$ cat config.mk
export PLATFORM = sky130hd
export DESIGN_NAME = rtc_cal_divider
export DESIGN_NICKNAME = d
export VERILOG_FILES = /design/src/rtl/rtc_cal_pkg.sv /design/src/rtl/rtc_cal_ctrl.sv /design/src/rtl/rtc_cal_datapath.sv /design/src/rtl/rtc_cal_divider.sv
export SDC_FILE = /design/constraint.sdc
export NUM_CORES = 1
export LEC_CHECK = 0
export ABC_AREA = 1
export CAP_MARGIN = 20
export CORE_MARGIN = 4
export CORE_UTILIZATION = 53
export DETAILED_ROUTE_END_ITERATION = 16
export GPL_TIMING_DRIVEN = 0
export MAX_ROUTING_LAYER = met4
export PLACE_DENSITY_LB_ADDON = 0.15
export SLEW_MARGIN = 20
export SYNTH_ARGS = -nofsm -noshare
export SYNTH_HDL_FRONTEND = slang
export SYNTH_SLANG_ARGS = --single-unit
export TNS_END_PERCENT = 50
$ cat constraint.sdc
create_clock -name clk -period 5.4 [get_ports clk]
set_input_delay 0.81 -clock clk [delete_from_list [all_inputs] [get_ports clk]]
set_output_delay 0.81 -clock clk [all_outputs]
set_load 0.01 [all_outputs]
$ cat src/rtl/rtc_cal_pkg.sv
package rtc_cal_pkg;
  // correction strobes from control to datapath, valid for the current low period
  typedef struct packed {
    logic lengthen;  // stretch this low period by half its length
    logic shorten;   // skip one low period at its wrap
  } corrStrobeT;
endpackage

$ cat src/rtl/rtc_cal_ctrl.sv
module rtc_cal_ctrl
  import rtc_cal_pkg::*;
#(
  parameter int SEC_PER_MIN = 60,
  parameter int CAL_W       = 5,
  parameter int CYCLE_W     = 6
) (
  input  logic               clk,
  input  logic               rstN,
  input  logic               stopBit,
  input  logic               secEnd,
  input  logic               atSecStart,
  input  logic               calSign,
  input  logic [CAL_W-1:0]   calMag,
  output logic [CYCLE_W-1:0] minPos,
  output corrStrobeT         strobe
);
  localparam int SEC_W = (SEC_PER_MIN > 1) ? $clog2(SEC_PER_MIN) : 1;
  localparam logic [SEC_W-1:0] SEC_LAST = SEC_W'(SEC_PER_MIN - 1);

  logic [SEC_W-1:0] secCnt;
  logic             affected;

  always_ff @(posedge clk) begin
    if (!rstN || stopBit) begin
      secCnt <= '0;
      minPos <= '0;
    end else if (secEnd) begin
      if (secCnt == SEC_LAST) begin
        secCnt <= '0;
        minPos <= minPos + 1'b1;
      end else begin
        secCnt <= secCnt + 1'b1;
      end
    end
  end

  always_comb begin
    affected        = (calMag != '0) && (secCnt == '0) &&
                      (int'(minPos) < 2 * int'(calMag));
    strobe.shorten  = affected && atSecStart && calSign;
    strobe.lengthen = affected && atSecStart && !calSign;
  end


  zero_mag_chk: assert property (@(posedge clk) disable iff (!rstN)
    (calMag == '0) |-> (!strobe.lengthen && !strobe.shorten));

  pos_step_chk: assert property (@(posedge clk) disable iff (!rstN)
    (!stopBit && !secEnd) |=> $stable(minPos));
endmodule

$ cat src/rtl/rtc_cal_datapath.sv
module rtc_cal_datapath
  import rtc_cal_pkg::*;
#(
  parameter int LOW_W  = 8,
  parameter int HIGH_W = 7
) (
  input  logic       clk,
  input  logic       rstN,
  input  logic       oscEn,
  input  logic       stopBit,
  input  logic       outLevel,
  input  logic       ftMode,
  input  corrStrobeT strobe,
  output logic       secEnd,
  output logic       atSecStart,
  output logic       secTick,
  output logic       pinPullDown
);
  localparam int FT_BIT = LOW_W - 3;
  localparam logic [LOW_W:0] SHORT_TERM = (LOW_W+1)'((1 << LOW_W) - 1);
  localparam logic [LOW_W:0] LONG_TERM  = (LOW_W+1)'((1 << LOW_W) + (1 << (LOW_W-1)) - 1);
  localparam logic [HIGH_W-1:0] HIGH_MAX = '1;
  localparam logic [HIGH_W-1:0] STEP1 = HIGH_W'(1);
  localparam logic [HIGH_W-1:0] STEP2 = HIGH_W'(2);

  logic [LOW_W:0]    lowCnt;
  logic [HIGH_W-1:0] highCnt;
  logic [LOW_W:0]    lowTerm;
  logic              lowWrap;

  always_comb begin
    lowTerm    = strobe.lengthen ? LONG_TERM : SHORT_TERM;
    lowWrap    = (lowCnt >= lowTerm);
    atSecStart = (highCnt == '0);
    secEnd     = oscEn && !stopBit && lowWrap && (highCnt == HIGH_MAX);
  end

  always_ff @(posedge clk) begin
    if (!rstN || stopBit) begin
      lowCnt  <= '0;
      highCnt <= '0;
      secTick <= 1'b0;
    end else begin
      secTick <= secEnd;
      if (oscEn) begin
        if (lowWrap) begin
          lowCnt  <= '0;
          highCnt <= highCnt + (strobe.shorten ? STEP2 : STEP1);
        end else begin
          lowCnt  <= lowCnt + 1'b1;
        end
      end
    end
  end

  // test wave is tapped from the low stage, whose bit toggles at a fixed rate
  assign pinPullDown = ftMode ? lowCnt[FT_BIT] : !outLevel;


  stop_hold_chk: assert property (@(posedge clk) disable iff (!rstN)
    stopBit |=> (lowCnt == '0 && highCnt == '0 && !secTick));

  low_bound_chk: assert property (@(posedge clk) disable iff (!rstN)
    lowCnt <= LONG_TERM);

  tick_pulse_chk: assert property (@(posedge clk) disable iff (!rstN)
    secTick |=> !secTick);

  idle_hold_chk: assert property (@(posedge clk) disable iff (!rstN)
    (!oscEn && !stopBit) |=> ($stable(lowCnt) && $stable(highCnt)));
endmodule

$ cat src/rtl/rtc_cal_divider.sv
module rtc_cal_divider
  import rtc_cal_pkg::*;
#(
  parameter int LOW_W       = 8,
  parameter int HIGH_W      = 7,
  parameter int SEC_PER_MIN = 60,
  parameter int CAL_W       = 5,
  parameter int CYCLE_W     = 6
) (
  input  logic               clk,
  input  logic               rstN,
  input  logic               oscEn,
  input  logic               stopBit,
  input  logic               outLevel,
  input  logic               ftMode,
  input  logic               calSign,
  input  logic [CAL_W-1:0]   calMag,
  output logic               secTick,
  output logic [CYCLE_W-1:0] minPos,
  output logic               pinPullDown
);
  corrStrobeT strobe;
  logic       secEnd;
  logic       atSecStart;

  rtc_cal_ctrl #(
    .SEC_PER_MIN(SEC_PER_MIN), .CAL_W(CAL_W), .CYCLE_W(CYCLE_W)
  ) ctrl_i (
    .clk(clk), .rstN(rstN), .stopBit(stopBit), .secEnd(secEnd),
    .atSecStart(atSecStart), .calSign(calSign), .calMag(calMag),
    .minPos(minPos), .strobe(strobe)
  );

  rtc_cal_datapath #(
    .LOW_W(LOW_W), .HIGH_W(HIGH_W)
  ) dp_i (
    .clk(clk), .rstN(rstN), .oscEn(oscEn), .stopBit(stopBit),
    .outLevel(outLevel), .ftMode(ftMode), .strobe(strobe),
    .secEnd(secEnd), .atSecStart(atSecStart), .secTick(secTick),
    .pinPullDown(pinPullDown)
  );
endmodule

==> impl_metrics.csv <==
group,metric,value,unit
clock_tree,htreeDepth,2,
worst_setup_path,crit_top_cell,"nand2_1",
placement,dp_hpwl,2.913,mm
floorplan,rows,21,
placement,dp_slack,1.741,ns
final_layout,areaGrowthSynthToFinish,15.47,%
sta,fin_skew,0.01360,ns
floorplan,ios,20,
final_layout,fillers,322,
logic_synthesis,yosysMostFrequentCell,"nand2_1",
floorplan,die_h,67.51,um
worst_hold_path,hold_class,"reg2reg",
logic_synthesis,async_flop_share,0,
sta,fin_hold_ws,0.4961,ns
worst_setup_path,worst-path-max-fanout,9,
clock_tree,post_cts_buffers,0,
floorplan,start_util,0.5537,
worst_setup_path,cp.buffers_inverters,2,
sta,hold_viol,0,
status,status,"finished, final reports clean",
logic_synthesis,netlist_area,1877,um^2
floorplan,fp.dieW,67.51,um
final_layout,final_nets,320,
logic_synthesis,synth_common_cells,"nand2_1 (56), nor2_1 (44), inv_1 (37)",
placement,portBuffers,19,
worst_setup_path,start_kind,"input port",
logic_synthesis,synth_top_cell_by_area,"dfxtp_1",
final_layout,num_antenna_cells,0,
sta,slew_violations,0,
pwr,power,0.3661,mW
sta,finalSetupViolCount,0,
clock_tree,cts_tree,"built",
placement,gp_congestion,0.8207,
logic_synthesis,synth.top_cell.area_share,0.3093,
detailed_routing,wl,3.789,mm
grt,grt.total_usage,0.1985,
detailed_routing,via_per_inst,5.094,
logic_synthesis,synthFlopType,"dfxtp_1",
sta,rsz0062_at_grt,"false",
grt,grt_pass1_wl,6.734,mm
clock_tree,clk_latency,0.34,ns
final_layout,fin_cells,340,
worst_setup_path,crit_slowest_cell,"clkdlybuf4s50_1",
worst_setup_path,endpoint_kind,"flop",
clock_tree,postCtsHoldBufs,0,
final_layout,final_layout_size_suffix_gt1_frac,0.09524,
worst_setup_path,crit_required,5.65,ns
pwr,irDropWorstVdd,154.2,uV
pwr,cellPowerDensity,168.9,nW/um^2
grt,grt_pass1_vias,1633,
clock_tree,numCtsBuffers,5,
sta,setup_slack,2.123,ns
logic_synthesis,syn_nets,294,
worst_setup_path,worstPathArrival,3.53,ns
logic_synthesis,synthCells,269,
logic_synthesis,seq_area_frac_synth,0.3093,
floorplan,core_area,3390,um^2
clock_tree,cts_root_buf,"clkbuf_4",
clock_tree,cts-resized-gates,0,
clock_tree,clock_sinks,29,
sta,min_period,3.277,ns
grt,grt.overflow.total,0,
logic_synthesis,syn_avg_cell_area,6.977,um^2
sta,max_freq,305.2,MHz
sta,slew_headroom,0.7426,
detailed_routing,drt_iter0_drc,107,
sta,worstMarginPinSlew,0.3826,ns
clock_tree,cts_buffer_depth,2,
logic_synthesis,ys_types,32,
sta,fin_tns_setup,0,ns
logic_synthesis,synth.ff_latch_count,29,
logic_synthesis,ys_top_cells_by_area,"dfxtp_1 (31%), nand2_1 (11%), nor2_1 (8.8%)",
placement,place_inst,334,
detailed_routing,ant_nets,0,
logic_synthesis,synth-edff-count,0,
detailed_routing,drc,0,
worst_setup_path,crit_chain,"clkdlybuf4s50_1 > inv_1 > ha_1 > a21boi_0 > o21ai_0 > nand2_1 > nand2_1 > nand2_1 > nand2_1 > nand3_1 > ha_1 > a21oi_1 > nand2_4 > nand2_2 > nand2_2 > a211oi_1",
pwr,power_leakage,0.9537,nW
floorplan,die_area,4557,um^2
worst_setup_path,crit_type,"in2reg",
grt,grt_max_degree,11,
detailed_routing,wl_per_cell,11.14,um
logic_synthesis,yosys_warnings,0,
worst_setup_path,cp_top_family,"simple AND/OR/NAND/NOR gates",
grt,antenna_found_initial,0,
run,max_cap_violations,0,
sta,min_period_over_period,0.6068,
detailed_routing,vias,1732,
detailed_routing,firstDrtPassIters,4,
clock_tree,path_clk_slew,0.10,ns
worst_setup_path,cp_slowest_stage_delay,0.48,ns
layout by cell type, fill, tap and decap left out, drive strengths merged:
cell type,netlist,final
ha,12,12
buf,3,3
xnor2,2,2
fa,1,1
dfxtp,29,29
nand4,16,16
clkbuf,0,5
nor2,48,48
nand3,16,16
clkdlybuf4s50,0,19
a21oi,17,17
inv,38,38
a211oi,1,1
nor3,4,4
nor3b,1,1
clkinv,0,1
nand2,62,62
or2,2,2
o21ai,7,7
xor2,7,7
nor4,2,2
a21boi,1,1
worst min-delay path, cell delays in order, from the launching register on:
cell,delay [ns]
dfxtp_1,0.34
nand2_1,0.06
a21oi_1,0.06
power breakdown:
group | total, mW | switching, mW | internal [mW] | leakage (nW)
clock network | 0.124 | 0.0789 | 0.0451 | 0.0269
logic | 0.0271 | 0.0139 | 0.0132 | 0.693
registers | 0.215 | 0.000758 | 0.214 | 0.234
total | 0.366 | 0.0935 | 0.273 | 0.954
state kept, by name, indices dropped and copies added, names as in the netlist:
signal / count
ctrl_i.minPos: 6
ctrl_i.secCnt: 6
dp_i.highCnt: 7
dp_i.lowCnt: 9
dp_i.secTick: 1
cell families (layout without fill, tap and decap cells):
family / after synthesis / after routing / synth area share
XOR/XNOR: 9 / 9 / 0.04200
adder cells (fa/ha/maj): 13 / 13 / 0.09066
buffers and inverters: 41 / 66 / 0.08999
AND/OR/NAND/NOR: 151 / 151 / 0.3940
flip-flops: 29 / 29 / 0.3093
AO/OA/AOI/OAI: 26 / 26 / 0.07400
per-layer routing:
| metal | track usage | up-vias | part of all wire |
|---|---|---|---|
| met4 | 0.07089 | 0 | 0.015 |
| met3 | 0.04992 | 7 | 0.059 |
| met1 | 0.2472 | 769 | 0.49 |
| li1 | - | 922 | - |
| met5 | - | - | 0 |
| met2 | 0.3098 | 34 | 0.44 |
cell type report:
cell class / instances / area (um^2) / share of cell area
timing repair buffer: 19 / 190.2 / 0.08776
sequential: 29 / 580.6 / 0.2679
inverter: 38 / 142.6 / 0.06582
clock inverter: 1 / 5.005 / 0.002309
tap: 46 / 57.56 / 0.02656
multi-input combinational: 199 / 1127 / 0.5202
buffer: 3 / 26.28 / 0.01212
clock buffer: 5 / 37.54 / 0.01732
metrics by stage:
step	instance area (um^2)	util
after floorplan	1877	-
after global placement	2125	0.6268
after detailed placement	2125	0.6268
after CTS	2167	0.6394
after global routing	2167	0.6394
final	2167	0.6394
worst paths after layout:
path	startpoint	end	slack [ns]	depth (start not counted)
worst max-delay path	calMag[1]	dp_i.lowCnt[4]	2.12	16
worst min-delay path	dp_i.lowCnt[8]	dp_i.lowCnt[8]	0.50	2
worst max register to register	ctrl_i.minPos[2]	dp_i.lowCnt[4]	2.74	14
worst min register to register	dp_i.lowCnt[8]	dp_i.lowCnt[8]	0.50	2
Power figures use the tool's default switching activity.
